File: config.mk
export PLATFORM = sky130hd
export DESIGN_NAME = fpa_front
export DESIGN_NICKNAME = d
export VERILOG_FILES = /design/src/rtl/fpa_pkg.sv /design/src/rtl/fpa_cmp_swap.sv /design/src/rtl/fpa_align.sv /design/src/rtl/fpa_addsub.sv /design/src/rtl/fpa_front.sv
export SDC_FILE = /design/constraint.sdc
export NUM_CORES = 1
export LEC_CHECK = 0
export ABC_AREA = 1
export BUFFER_PORTS_ARGS = -buffer_cell sky130_fd_sc_hd__buf_4
export CAP_MARGIN = 20
export CELL_PAD_IN_SITES_DETAIL_PLACEMENT = 0
export CELL_PAD_IN_SITES_GLOBAL_PLACEMENT = 1
export CORE_MARGIN = 1.5
export CORE_UTILIZATION = 35
export DETAILED_ROUTE_END_ITERATION = 10
export PLACE_DENSITY_LB_ADDON = 0.08
export SYNTH_ARGS = -nofsm -noshare
export SYNTH_HDL_FRONTEND = slang
export SYNTH_HIERARCHICAL = 1
export SYNTH_SLANG_ARGS = --single-unit
File: constraint.sdc
create_clock -name clk -period 4.3 [get_ports clk]
set_input_delay 0.43 -clock clk [delete_from_list [all_inputs] [get_ports clk]]
set_output_delay 0.43 -clock clk [all_outputs]
set_load 0.02 [all_outputs]
File: src/rtl/fpa_pkg.sv
package fpa_pkg;
    typedef enum logic {
        OP_ADD = 1'b0,
        OP_SUB = 1'b1
    } fpa_op_e;
endpackage

File: src/rtl/fpa_cmp_swap.sv
module fpa_cmp_swap
    import fpa_pkg::*;
#(
    parameter int EXP_W  = 8,
    parameter int FRAC_W = 23
) (
    input  logic                      clk,
    input  logic                      rst_n,
    input  logic                      in_valid,
    input  logic                      op_sub,
    input  logic [EXP_W+FRAC_W:0]     opa,
    input  logic [EXP_W+FRAC_W:0]     opb,
    output logic                      s1_valid,
    output logic                      s1_sign,
    output logic                      s1_eff_sub,
    output logic [EXP_W-1:0]          s1_exp_big,
    output logic [EXP_W-1:0]          s1_exp_diff,
    output logic [FRAC_W:0]           s1_mant_big,
    output logic [FRAC_W:0]           s1_mant_small
);
    localparam int MANT_W = FRAC_W + 1;
    localparam int OP_W   = 1 + EXP_W + FRAC_W;

    typedef struct packed {
        logic              valid;
        logic              sign;
        logic              eff_sub;
        logic [EXP_W-1:0]  exp_big;
        logic [EXP_W-1:0]  exp_diff;
        logic [MANT_W-1:0] mant_big;
        logic [MANT_W-1:0] mant_small;
    } s1_t;

    s1_t s1_d, s1_q;

    logic              sgn_a, sgn_b, b_larger;
    logic [EXP_W-1:0]  exp_a, exp_b, exp_small;
    logic [FRAC_W-1:0] frc_a, frc_b;
    logic [MANT_W-1:0] man_a, man_b;

    always_comb begin
        sgn_a = opa[OP_W-1];
        sgn_b = opb[OP_W-1] ^ (op_sub == OP_SUB);
        exp_a = opa[OP_W-2 -: EXP_W];
        exp_b = opb[OP_W-2 -: EXP_W];
        frc_a = opa[FRAC_W-1:0];
        frc_b = opb[FRAC_W-1:0];
        // hidden one only for a non-zero operand; zero exponent flushes the fraction
        man_a = (exp_a != '0) ? {1'b1, frc_a} : '0;
        man_b = (exp_b != '0) ? {1'b1, frc_b} : '0;
        b_larger = {exp_b, frc_b} > {exp_a, frc_a};

        s1_d.valid      = in_valid;
        s1_d.eff_sub    = sgn_a ^ sgn_b;
        s1_d.sign       = b_larger ? sgn_b : sgn_a;
        s1_d.exp_big    = b_larger ? exp_b : exp_a;
        exp_small       = b_larger ? exp_a : exp_b;
        s1_d.exp_diff   = s1_d.exp_big - exp_small;
        s1_d.mant_big   = b_larger ? man_b : man_a;
        s1_d.mant_small = b_larger ? man_a : man_b;
    end

    always_ff @(posedge clk or negedge rst_n) begin
        if (!rst_n) s1_q <= '0;
        else        s1_q <= s1_d;
    end

    assign s1_valid      = s1_q.valid;
    assign s1_sign       = s1_q.sign;
    assign s1_eff_sub    = s1_q.eff_sub;
    assign s1_exp_big    = s1_q.exp_big;
    assign s1_exp_diff   = s1_q.exp_diff;
    assign s1_mant_big   = s1_q.mant_big;
    assign s1_mant_small = s1_q.mant_small;
endmodule

File: src/rtl/fpa_align.sv
module fpa_align #(
    parameter int EXP_W  = 8,
    parameter int FRAC_W = 23
) (
    input  logic              clk,
    input  logic              rst_n,
    input  logic              s1_valid,
    input  logic              s1_sign,
    input  logic              s1_eff_sub,
    input  logic [EXP_W-1:0]  s1_exp_big,
    input  logic [EXP_W-1:0]  s1_exp_diff,
    input  logic [FRAC_W:0]   s1_mant_big,
    input  logic [FRAC_W:0]   s1_mant_small,
    output logic              s2_valid,
    output logic              s2_sign,
    output logic              s2_eff_sub,
    output logic [EXP_W-1:0]  s2_exp_big,
    output logic [FRAC_W:0]   s2_mant_big,
    output logic [FRAC_W:0]   s2_mant_small
);
    localparam int MANT_W = FRAC_W + 1;

    typedef struct packed {
        logic              valid;
        logic              sign;
        logic              eff_sub;
        logic [EXP_W-1:0]  exp_big;
        logic [MANT_W-1:0] mant_big;
        logic [MANT_W-1:0] mant_small;
    } s2_t;

    s2_t s2_d, s2_q;

    always_comb begin
        s2_d.valid    = s1_valid;
        s2_d.sign     = s1_sign;
        s2_d.eff_sub  = s1_eff_sub;
        s2_d.exp_big  = s1_exp_big;
        s2_d.mant_big = s1_mant_big;
        // a difference at or past the mantissa width empties the small operand
        if (32'(s1_exp_diff) >= MANT_W) s2_d.mant_small = '0;
        else                            s2_d.mant_small = s1_mant_small >> s1_exp_diff;
    end

    always_ff @(posedge clk or negedge rst_n) begin
        if (!rst_n) s2_q <= '0;
        else        s2_q <= s2_d;
    end

    assign s2_valid      = s2_q.valid;
    assign s2_sign       = s2_q.sign;
    assign s2_eff_sub    = s2_q.eff_sub;
    assign s2_exp_big    = s2_q.exp_big;
    assign s2_mant_big   = s2_q.mant_big;
    assign s2_mant_small = s2_q.mant_small;

    // the aligned smaller mantissa never exceeds the larger one
    a_r5_aligned_le: assert property (@(posedge clk) disable iff (!rst_n)
        s2_q.valid |-> (s2_q.mant_small <= s2_q.mant_big));
endmodule

File: src/rtl/fpa_addsub.sv
module fpa_addsub #(
    parameter int EXP_W  = 8,
    parameter int FRAC_W = 23
) (
    input  logic              clk,
    input  logic              rst_n,
    input  logic              s2_valid,
    input  logic              s2_sign,
    input  logic              s2_eff_sub,
    input  logic [EXP_W-1:0]  s2_exp_big,
    input  logic [FRAC_W:0]   s2_mant_big,
    input  logic [FRAC_W:0]   s2_mant_small,
    output logic              s3_valid,
    output logic              s3_sign,
    output logic [EXP_W-1:0]  s3_exp,
    output logic [FRAC_W+1:0] s3_mag
);
    localparam int SUM_W = FRAC_W + 2;

    typedef struct packed {
        logic             valid;
        logic             sign;
        logic [EXP_W-1:0] exp_v;
        logic [SUM_W-1:0] mag;
    } s3_t;

    s3_t s3_d, s3_q;

    always_comb begin
        s3_d.valid = s2_valid;
        s3_d.exp_v = s2_exp_big;
        if (s2_eff_sub) s3_d.mag = {1'b0, s2_mant_big} - {1'b0, s2_mant_small};
        else            s3_d.mag = {1'b0, s2_mant_big} + {1'b0, s2_mant_small};
        s3_d.sign = (s3_d.mag == '0) ? 1'b0 : s2_sign;
    end

    always_ff @(posedge clk or negedge rst_n) begin
        if (!rst_n) s3_q <= '0;
        else        s3_q <= s3_d;
    end

    assign s3_valid = s3_q.valid;
    assign s3_sign  = s3_q.sign;
    assign s3_exp   = s3_q.exp_v;
    assign s3_mag   = s3_q.mag;

    // an effective subtraction never borrows past the top
    a_r6_sub_nonneg: assert property (@(posedge clk) disable iff (!rst_n)
        (s2_valid && s2_eff_sub) |-> (s2_mant_big >= s2_mant_small));
endmodule

File: src/rtl/fpa_front.sv
module fpa_front #(
    parameter int EXP_W  = 8,
    parameter int FRAC_W = 23
) (
    input  logic                  clk,
    input  logic                  rst_n,
    input  logic                  in_valid,
    input  logic                  op_sub,
    input  logic [EXP_W+FRAC_W:0] opa,
    input  logic [EXP_W+FRAC_W:0] opb,
    output logic                  res_valid,
    output logic                  res_sign,
    output logic [EXP_W-1:0]      res_exp,
    output logic [FRAC_W+1:0]     res_mag
);
    localparam int MANT_W = FRAC_W + 1;

    logic              s1_valid, s1_sign, s1_eff_sub;
    logic [EXP_W-1:0]  s1_exp_big, s1_exp_diff;
    logic [MANT_W-1:0] s1_mant_big, s1_mant_small;
    logic              s2_valid, s2_sign, s2_eff_sub;
    logic [EXP_W-1:0]  s2_exp_big;
    logic [MANT_W-1:0] s2_mant_big, s2_mant_small;

    fpa_cmp_swap #(.EXP_W(EXP_W), .FRAC_W(FRAC_W)) u_cmp (
        .clk(clk), .rst_n(rst_n), .in_valid(in_valid), .op_sub(op_sub),
        .opa(opa), .opb(opb),
        .s1_valid(s1_valid), .s1_sign(s1_sign), .s1_eff_sub(s1_eff_sub),
        .s1_exp_big(s1_exp_big), .s1_exp_diff(s1_exp_diff),
        .s1_mant_big(s1_mant_big), .s1_mant_small(s1_mant_small)
    );

    fpa_align #(.EXP_W(EXP_W), .FRAC_W(FRAC_W)) u_align (
        .clk(clk), .rst_n(rst_n),
        .s1_valid(s1_valid), .s1_sign(s1_sign), .s1_eff_sub(s1_eff_sub),
        .s1_exp_big(s1_exp_big), .s1_exp_diff(s1_exp_diff),
        .s1_mant_big(s1_mant_big), .s1_mant_small(s1_mant_small),
        .s2_valid(s2_valid), .s2_sign(s2_sign), .s2_eff_sub(s2_eff_sub),
        .s2_exp_big(s2_exp_big), .s2_mant_big(s2_mant_big),
        .s2_mant_small(s2_mant_small)
    );

    fpa_addsub #(.EXP_W(EXP_W), .FRAC_W(FRAC_W)) u_add (
        .clk(clk), .rst_n(rst_n),
        .s2_valid(s2_valid), .s2_sign(s2_sign), .s2_eff_sub(s2_eff_sub),
        .s2_exp_big(s2_exp_big), .s2_mant_big(s2_mant_big),
        .s2_mant_small(s2_mant_small),
        .s3_valid(res_valid), .s3_sign(res_sign), .s3_exp(res_exp), .s3_mag(res_mag)
    );

    // every accepted pair leaves three cycles later
    a_r8_valid_fwd: assert property (@(posedge clk) disable iff (!rst_n)
        in_valid |=> ##2 res_valid);

    // no result appears without an accepted pair three cycles earlier
    a_r8_valid_bwd: assert property (@(posedge clk) disable iff (!rst_n)
        res_valid |-> $past(in_valid, 3));

    // a zero magnitude is reported positive
    a_r7_zero_pos: assert property (@(posedge clk) disable iff (!rst_n)
        (res_valid && res_mag == '0) |-> !res_sign);
endmodule

==> results_dict.tcl, run 1 <==
set metrics [dict create \
    hold_violations 0 \
    rsz0062_at_grt "no" \
    seq_area_um2 4030 \
    clk-insertion-delay-late_ns 0.43 \
    htreeDepth 4 \
    crit_cells 22 \
    cp.arrival_ns 3.86 \
    hpwl_um 22800 \
    drt-wirelength-per-cell_um 15.5 \
    die-height_um 171 \
    yosys_warnings 6 \
    cp_max_fo 6 \
    routabilityCongestion 0.868 \
    placed_area_um2 11000 \
    ys_types 43 \
    irDropWorstVdd_mv 0.276 \
    dp_slack_ns 0.691 \
    dr.first_iter.drc_count 376 \
    final_common_cell "nand2_1" \
    portBuffers 102 \
    drc 0 \
    slew_headroom_pct 30.7 \
    syn-cell-area_um2 9920 \
    antenna_found_initial 1 \
    tightestPinTransition_ns 1.04 \
    layout_min_cycle_time_ns 3.55 \
    grt_max_degree 99 \
    powerDensity_nw_per_um2 639 \
    cpPeakStageDelay_ns 0.39 \
    crit_path_end_kind "register" \
    postLayoutCellArea_um2 11700 \
    synth.net_count 1460 \
    fin_crit_sh_pct 82.5 \
    worstPathCellList "inv_1, ha_1, nand2_1, inv_1, nand3_1, nor3_2, nand3_1, nor2_1, a21oi_1, xnor2_1, ha_1, nand2_1, nor2_1, nand2_1, nor2_1, nand2_1, nand4_1, nand2_1, nor2_1, nand2_1, nor2_1, a21oi_1" \
    area_delta_synth_final_pct 17.7 \
    final_core_util_pct 41.9 \
    die_w_um 171 \
    ys_seq_area_share_pct 40.6 \
    hold_path_class "input pin to async pin" \
    fin_nets 1552 \
    setup_tns_ns 0 \
    cpMostUsedCell "nand2_1" \
    async_flop_share_pct 100 \
    finalSetupViolCount 0 \
    hold_ws_ns 0.0782 \
    via_count 8732 \
    grt_util_all_layers_pct 20.8 \
    grt-ovfl-total 0 \
    diodes 0 \
    critPathLaunchType "register" \
    postCtsSetupRepairBufs 0 \
    crit_required_ns 4.61 \
    final_cell_mix "359 x nand2_1, 214 x inv_1, 189 x nand3_1" \
    drtAntennaViolNets 0 \
    syn_area_per_cell_um2 7.43 \
    fin_skew_ns 0.0145 \
    synth_area_leaders "dfrtp_1 41%, nand2_1 14%, nand3_1 9.5%" \
    path_clk_slew_ns 0.08 \
    grt_pass1_vias 8939 \
    cp.buffers_inverters 2 \
    maxCapViolations 0 \
    grt_first_pass_wirelength_um 46700 \
    drive_gt1_share_pct 13.5 \
    clk_path_buf_depth 2 \
    cp_top_family "simple AND/OR/NAND/NOR gates" \
    dieArea_um2 29400 \
    ys_ff_latch 161 \
    setup_slack_ns 0.753 \
    cts_hold_buf 0 \
    multiInputGateArea_um2 4860 \
    post_synth_inst_count 1335 \
    viasPerCell 4.80 \
    r2r_cells 22 \
    path_class "register to register" \
    clock_sinks 161 \
    fillCellCount 2948 \
    synth_ff_type "dfrtp_1" \
    cpMaxStageDelayCell "ha_1" \
    cts_buffers 17 \
    synth_top_area_cell "dfrtp_1" \
    synth_edf_count 0 \
    drt-total-wl_um 28300 \
    rows 61 \
    cts_resized 0 \
    slew_violations 0 \
    status "completed" \
    coreArea_um2 27900 \
    start_util_pct 35.6 \
    cts_tree "yes" \
    netlist.area_leader.share_pct 40.6 \
    p_leak_uw 0.00637 \
    drtPass1Iterations 7 \
    io_pins 103 \
    fmax_mhz 282 \
    cts-root-buf "clkbuf_16" \
]
==> final timing paths <==
check / to / from / slack, ns
min in group clk: u_cmp/s1_valid / in_valid / 0.11
min: u_add/s3_mag[8] / rst_n / 0.08
max: u_add/s3_sign / u_align/s2_mant_small[0] / 0.75
min reg2reg: u_align/s2_mant_big[0] / u_cmp/s1_mant_big[0] / 0.34
max reg2reg: u_add/s3_sign / u_align/s2_mant_small[0] / 0.75
max in group asynchronous: u_cmp/s1_mant_small[22] / rst_n / 3.27
==> cells by family (layout without fill, tap and decap cells) <==
group,count (synthesis),in the layout,synth area share [%]
AOI/OAI and AO/OA,119,119,6.91
DFF,161,161,40.6
xor gates and xnor gates,34,34,3.00
adders and majority gates,57,57,7.26
and+or+nand+nor,706,706,31.8
buffers and inverters,258,363,10.5
==> flip-flops by register name, indices dropped and copies added (netlist names) <==
signal	cells
u_align/s2_mant_small	24
u_add/s3_exp	8
u_cmp/s1_mant_small	24
u_cmp/s1_mant_big	24
u_add/s3_sign	1
u_cmp/s1_exp_diff	8
u_cmp/s1_exp_big	8
u_align/s2_eff_sub	1
u_align/s2_exp_big	8
u_add/s3_valid	1
u_align/s2_mant_big	24
u_add/s3_mag	25
u_cmp/s1_eff_sub	1
u_cmp/s1_sign	1
u_align/s2_sign	1
u_cmp/s1_valid	1
u_align/s2_valid	1
==> power breakdown <==
group / leakage [µW] / internal, µW / total (µW) / switching, µW
combinational: 0.00409 / 1280 / 3790 / 2510
clock: 0.000323 / 1010 / 1710 / 702
sequential: 0.00196 / 1820 / 1960 / 141
==> synthesized netlist by cell type (10+ instances only) <==
cell,number
a21oi_1,38
buf_2,20
clkbuf_1,10
dfrtp_1,161
ha_1,56
inv_1,214
nand2_1,359
nand2_2,14
nand3_1,189
nand4_1,21
nor2_1,82
nor2_2,10
o21ai_0,22
o22ai_1,46
xnor2_1,12
xor2_1,22
==> layer usage <==
metal / wire (µm) / part of all wire (%) / track usage [%] / vias up
met1: 12500 / 44 / 25.7 / 4073
met2: 14300 / 51 / 37.3 / 170
li1: - / - / - / 4457
met3: 818 / 2.9 / 2.72 / 32
met5: 0 / 0 / 0 / -
met4: 654 / 2.3 / 6.75 / 0
==> worst reg2reg max path, delay by kind of cell, from the launching register on <==
| family | cells | cell delay [ns] |
|---|---|---|
| AO/OA/AOI/OAI | 2 | 0.19 |
| AND/OR/NAND/NOR | 15 | 2.00 |
| adder cells (fa/ha/maj) | 2 | 0.57 |
| XOR/XNOR | 1 | 0.14 |
| flip-flops | 1 | 0.38 |
| buffers and inverters | 2 | 0.15 |
==> through the flow <==
stage / cells / power (µW)
finish: 1818 / 7460
global route: 1818 / 8160
CTS: 1818 / 7560
detailed placement: 1786 / 5830
global placement: 1786 / 5850
floorplan: 1335 / 4680
==> final cells by class <==
type                       count  area share, %
clock buffer                  17           3.64
sequential                   161           34.5
tap                          378           4.05
timing repair buffer         111           7.17
clock inverter                15           1.96
multi-input combinational    916           41.6
inverter                     220           7.07
(Power assumes the default switching activity.)
==> inputs of run 2 (changes only) <==
--- a/config.mk
+++ b/config.mk
@@ -5,7 +5,7 @@
 export SDC_FILE = /design/constraint.sdc
 export NUM_CORES = 1
 export LEC_CHECK = 0
-export ABC_AREA = 1
+export ABC_AREA = 0
 export BUFFER_PORTS_ARGS = -buffer_cell sky130_fd_sc_hd__buf_4
 export CAP_MARGIN = 20
 export CELL_PAD_IN_SITES_DETAIL_PLACEMENT = 0
==> constraint.sdc (replaced) <==
create_clock -name clk -period 2.98 [get_ports clk]
set_input_delay 0.298 -clock clk [delete_from_list [all_inputs] [get_ports clk]]
set_output_delay 0.298 -clock clk [all_outputs]
set_load 0.02 [all_outputs]
==> run 2 against run 1 <==
The run now ends with setup timing left; fmax fell by 11%; first-iteration DRC count decreased by 19%; synthesized cell count shrank 35%; setup slack got worse by 1.8 ns; global-route usage down 1.7 points; clock power is 36% higher; register-to-register slack worse by 1.8 ns; die area shrank 9.0%; synthesized area shrank 9.2%; non-clock buffer count grew 211; design area up 8.6%; clock skew down 0.0055 ns; critical endpoint unchanged.
==> results_dict.tcl, run 2 <==
set metrics [dict create \
    crit_path_end_kind "register" \
    rsz0062_at_grt "yes" \
    final_cell_mix "305 x buf_4, 161 x dfrtp_1, 56 x nor2_1" \
    critPathLaunchType "register" \
    dr.first_iter.drc_count 306 \
    yosys_warnings 6 \
    antenna_found_initial 0 \
    p_leak_uw 0.00592 \
    synth_top_area_cell "dfrtp_1" \
    path_clk_slew_ns 0.07 \
    pwr-share-clk_pct 19.0 \
    grt_max_degree 81 \
    die-height_um 163 \
    syn-cell-area_um2 9010 \
    drc 0 \
    tightestPinTransition_ns 0.701 \
    powerDensity_nw_per_um2 963 \
    internal_power_uw 7770 \
    status "complete, but fails checks" \
    fmax_mhz 251 \
    setup_tns_ns -6.45 \
    drtPass1Iterations 4 \
    synth_edf_count 0 \
    io_pins 103 \
    hold_path_class "input pin to register" \
    ys_ff_latch 161 \
    dp.cells 1459 \
    yosysMostFrequentCell "dfrtp_1" \
    timing.rr.start "u_align/s2_mant_small[2]" \
    seqPwrFrac_pct 23.4 \
    start_util_pct 35.7 \
    routabilityCongestion 0.837 \
    drt-total-wl_um 24200 \
    hpwl_um 19300 \
    fin_skew_ns 0.00902 \
    drtAntennaViolNets 0 \
    finalSetupViolCount 15 \
    cts-root-buf "clkbuf_16" \
    viasPerCell 4.97 \
    hold_violations 0 \
    drive_gt1_share_pct 37.4 \
    crit_path_start "u_align/s2_mant_small[2]" \
    cts_tree "yes" \
    violations "setup timing" \
    coreArea_um2 25300 \
    p_comb_share_pct 57.6 \
    final_core_util_pct 50.2 \
    clk-insertion-delay-late_ns 0.42 \
    cts_buffers 17 \
    drt-wirelength-per-cell_um 16.0 \
    htreeDepth 4 \
    synth.net_count 991 \
    fin_nets 1295 \
    grt-ovfl-total 0 \
    via_count 7513 \
    syn_area_per_cell_um2 10.4 \
    maxCapViolations 0 \
    grt_first_pass_wirelength_um 39700 \
    irDropWorstVdd_mv 0.657 \
    power.switching_uw 4440 \
    ys_types 84 \
    slew_headroom_pct 53.3 \
    power_switching_share_pct 36.4 \
    cp.arrival_ns 4.29 \
    fin_crit_sh_pct 134 \
    synth_common_cells "161 x dfrtp_1, 62 x nor2_1, 56 x ha_1" \
    diodes 0 \
    critPathCapture "u_add/s3_sign" \
    layout_min_cycle_time_ns 3.99 \
    setup_slack_ns -1.01 \
    r2r-end "u_add/s3_sign" \
    hold_ws_ns 0.0648 \
    slew_violations 0 \
    rows 58 \
    async_flop_share_pct 100 \
    grt_pass1_vias 7743 \
    clk_path_buf_depth 2 \
    cp_max_fo 4 \
    portBuffers 102 \
    ff2ff_setup_slack_ns -1.01 \
    grt_util_all_layers_pct 19.1 \
    hold_depth 2 \
    ys_seq_area_share_pct 44.7 \
    r2r_cells 16 \
    area_delta_synth_final_pct 40.6 \
    synth_ff_type "dfrtp_1" \
    synth_area_leaders "dfrtp_1 45%, ha_1 7.8%, a22o_1 4.4%" \
    path_class "register to register" \
    crit_required_ns 3.28 \
    post_synth_inst_count 866 \
    fin_cells 1511 \
    dieArea_um2 26700 \
    netlist.area_leader.share_pct 44.7 \
    die_w_um 163 \
    largest_reg_flops 25 \
    clock_sinks 161 \
    final_common_cell "buf_4" \
]
run 2: cell count changes after synthesis, sizes merged, moves of 28 or more:
cell and delta:
o22ai -28, nor2 -31, a22o +45, nand2 -336, inv -169, nand3 -176
mux2i +35, xnor2 +29
run 2: final cells by class:
type | count | area [µm²]
Sequential cell | 161 | 4030
Multi-Input combinational cell | 617 | 4890
Timing Repair Buffer | 322 | 2530
Clock buffer | 19 | 443
Tap cell | 330 | 413
Inverter | 51 | 191
Clock inverter | 11 | 178
Fill cell | 2370 | 12600
run 2: logic make-up (layout without fill, tap and decap cells):
kind of cell	count (synthesis)	count (layout)	share of synthesized area [%]
AOI/OAI and AO/OA	241	241	19.9
buffers and inverters	88	403	4.51
DFF	161	161	44.7
muxes	46	46	5.26
xor gates and xnor gates	50	50	4.86
adders and majority gates	57	57	7.99
and+or+nand+nor	223	223	12.8
run 2: power groups by stage:
stage / logic (µW) / registers [µW] / clock network [µW]
2_1_floorplan: 3080 / 3040 / 0
3_3_place_gp: 6110 / 2890 / 0
3_5_place_dp: 6110 / 2900 / 0
4_1_cts: 6980 / 2860 / 2400
5_1_grt: 7650 / 2910 / 2490
6_report: 7030 / 2850 / 2320
run 2: stage by stage:
step           cell area [µm²]  power, µW  setup slack, ns
2_1_floorplan             9080       6120           -0.853
3_3_place_gp             11600       9000            -1.18
3_5_place_dp             11600       9010            -1.38
4_1_cts                  12600      12200            -1.01
5_1_grt                  12700      13000            -1.24
6_report                 12700      12200            -1.01
run 2: how the worst min path moves through the flow:
stage	endpoint	from
3_5_place_dp	u_cmp/s1_valid	rst_n
6_report	u_cmp/s1_eff_sub	opa[31]
2_1_floorplan	u_add/s3_exp[0]	rst_n
5_1_grt	u_cmp/s1_eff_sub	opa[31]
3_3_place_gp	u_cmp/s1_valid	rst_n
4_1_cts	u_cmp/s1_eff_sub	opa[31]
run 2: repair_timing:
item | 4_1_cts | 5_1_grt
buffers inserted | 20 | 2
setup endpoints to repair | 15 | 17
gates resized for setup | 59 | 5
pin swaps | 33 | 8
hold endpoints to repair | 42 | 0
hold buffers | 2 | 0
run 2: layer usage:
metal	up-vias	track usage, %	part of all wire (%)
met3	23	3.12	2.8
met5	-	0	0
met2	127	32.7	49
met1	3590	25.1	47
li1	3773	-	-
met4	0	4.38	1.3
run 2: worst max-delay path, cell delays in order, from the launching register on:
cell and delay (ns):
dfrtp_1 0.38, or3_4 0.39, or3_4 0.37, nor3_4 0.13, a21o_1 0.20, buf_4 0.13, xnor2_1 0.05, ha_1 0.37
o211ai_1 0.13, o21ai_1 0.19, o211ai_1 0.19, o21ai_2 0.26, o31a_1 0.23, nor4_4 0.06, nor4b_4 0.27, nand4b_1 0.17
o41a_1 0.34
==> inputs of run 3 (changes only) <==
--- a/config.mk
+++ b/config.mk
@@ -13,7 +13,7 @@
 export CORE_MARGIN = 1.5
 export CORE_UTILIZATION = 35
 export DETAILED_ROUTE_END_ITERATION = 10
-export PLACE_DENSITY_LB_ADDON = 0.08
+export PLACE_DENSITY = 0.65
 export SYNTH_ARGS = -nofsm -noshare
 export SYNTH_HDL_FRONTEND = slang
 export SYNTH_HIERARCHICAL = 1
==> run 3 against run 2 <==
The run still ends with setup timing left; design area fell by 1.2%; power fell by 3.8%; first-iteration DRC count fell by 13%; clock-buffer cell count fell by 2; combinational power fell by 5.0%; critical path depth did not move; die area did not move; final cell count fell by 0.13%; critical endpoint unchanged.
==> results_dict.tcl, run 3 (same netlist as run 2, synthesis figures left out) <==
set metrics [dict create \
    start_util_pct 35.7 \
    cts-root-buf "clkbuf_16" \
    die-height_um 163 \
    rows 58 \
    placed_area_um2 11500 \
    fin_nets 1291 \
    drtPass1Iterations 5 \
    path_class "register to register" \
    via_count 7464 \
    drc 0 \
    final_cell_mix "309 x buf_4, 161 x dfrtp_1, 60 x nor2_1" \
    portBuffers 102 \
    crit_path_start "u_align/s2_mant_small[2]" \
    hold_violations 0 \
    tightestPinTransition_ns 0.702 \
    path_clk_slew_ns 0.07 \
    antenna_found_initial 0 \
    final_common_cell "buf_4" \
    drt-total-wl_um 23200 \
    fillCellCount 2351 \
    fin_crit_sh_pct 134 \
    powerDensity_nw_per_um2 937 \
    grt_max_degree 74 \
    largest_reg_flops 25 \
    drtAntennaViolNets 0 \
    slew_headroom_pct 52.7 \
    hold_ws_ns 0.0615 \
    drive_gt1_share_pct 36.8 \
    fmax_mhz 251 \
    postLayoutCellArea_um2 12500 \
    cts_tree "yes" \
    setup_slack_ns -1.01 \
    dieArea_um2 26700 \
    worstPathCellList "or3_4, or3_4, nor3_4, a21o_1, buf_4, xnor2_1, ha_1, nand2_2, o21ai_2, or3_4, o21ai_4, o2111ai_2, or2_1, a211oi_2, xnor2_1, o41a_1" \
    layout_min_cycle_time_ns 3.99 \
    coreArea_um2 25300 \
    critPathLaunchType "register" \
    die_w_um 163 \
    finalSetupViolCount 16 \
    diodes 0 \
    cpPeakStageDelay_ns 0.40 \
    hold_path_class "input pin to register" \
    grt_pass1_vias 7529 \
    irDropWorstVdd_mv 0.559 \
    clock_sinks 161 \
    area_delta_synth_final_pct 38.9 \
    routabilityCongestion 0.855 \
    hpwl_um 18400 \
    crit_path_end_kind "register" \
    clk_path_buf_depth 2 \
    clk-insertion-delay-late_ns 0.43 \
    timing.rr.start "u_align/s2_mant_small[2]" \
    drt-wirelength-per-cell_um 15.4 \
    maxCapViolations 0 \
    cp.arrival_ns 4.29 \
    violations "setup timing" \
    cp_max_fo 4 \
    crit_required_ns 3.29 \
    viasPerCell 4.95 \
    grt_first_pass_wirelength_um 37600 \
    min_from "opa[31]" \
    fin_skew_ns 0.00915 \
    status "complete, but fails checks" \
    slew_violations 0 \
    htreeDepth 4 \
    p_leak_uw 0.00586 \
    cts_buffers 17 \
    io_pins 103 \
    dr.first_iter.drc_count 266 \
    grt_util_all_layers_pct 18.1 \
    rsz0062_at_grt "yes" \
    cpMostUsedCell "or3_4" \
    grt-ovfl-total 0 \
    cpMaxStageDelayCell "or3_4" \
]
run 3: worst paths after layout:
kind                                                end  slack [ns]  depth (start not counted)
worst max-delay path                      u_add/s3_sign       -1.01                         16
worst min-delay path                   u_cmp/s1_eff_sub        0.06                          2
worst max register to register            u_add/s3_sign       -1.01                         16
worst min register to register  u_align/s2_mant_big[23]        0.35                          0
max in group asynchronous         u_cmp/s1_mant_big[17]        1.78                          3
min in group asynchronous                u_add/s3_valid        0.42                          2
run 3: cell type report:
| type | count | area (µm²) | area share [%] |
|---|---|---|---|
| clock buffers | 17 | 425 | 3.40 |
| inverters | 51 | 191 | 1.53 |
| flip-flops and latches | 161 | 4030 | 32.2 |
| clock inverters | 15 | 185 | 1.48 |
| well taps | 330 | 413 | 3.30 |
| repair buffers | 318 | 2450 | 19.6 |
| multi-input cells | 617 | 4830 | 38.6 |
run 3: routing by layer:
layer / up-vias / wire (µm) / share of wire [%] / GRT usage (%)
met1: 3519 / 10900 / 47 / 24.1
met2: 145 / 11100 / 48 / 30.0
met5: - / 0 / 0 / 0
met3: 24 / 694 / 3.0 / 2.64
met4: 0 / 418 / 1.8 / 6.03
li1: 3776 / - / - / -
run 3: stage by stage:
stage          power (µW)  std cells  setup slack (ns)  util [%]  setup TNS [ns]
2_1_floorplan        6120        866            -0.853         -           -2.31
3_3_place_gp         8840       1452             -1.08      45.6           -6.12
3_5_place_dp         8850       1453             -1.20      45.7           -6.61
4_1_cts             11600       1501             -1.01      49.1           -6.07
5_1_grt             12600       1509             -1.26      49.6           -9.79
6_report            11700       1509             -1.01      49.6           -6.18
run 3: timing repair:
item	4_1_cts	5_1_grt
resized for setup	29	18
pin swaps	23	13
buffers inserted	14	8
endpoints found under the hold margin	63	0
hold buffers	2	0
endpoints found under the setup margin	16	17
run 3: worst max-delay path: cells and delay by family (launching register included):
kind,cells,cell delay [ns]
buffers and inverters,1,0.13
and+or+nand+nor,6,1.65
DFF,1,0.38
adders and majority gates,1,0.28
xor gates and xnor gates,2,0.22
AOI/OAI and AO/OA,6,1.22
run 3: where the power goes:
part           total [µW]  leakage (µW)  internal, µW  switching [µW]
Clock                2220      0.000299          1210            1010
Sequential           2840       0.00195          2630             208
Combinational        6680       0.00361          3510            3170
Total               11700       0.00586          7340            4390
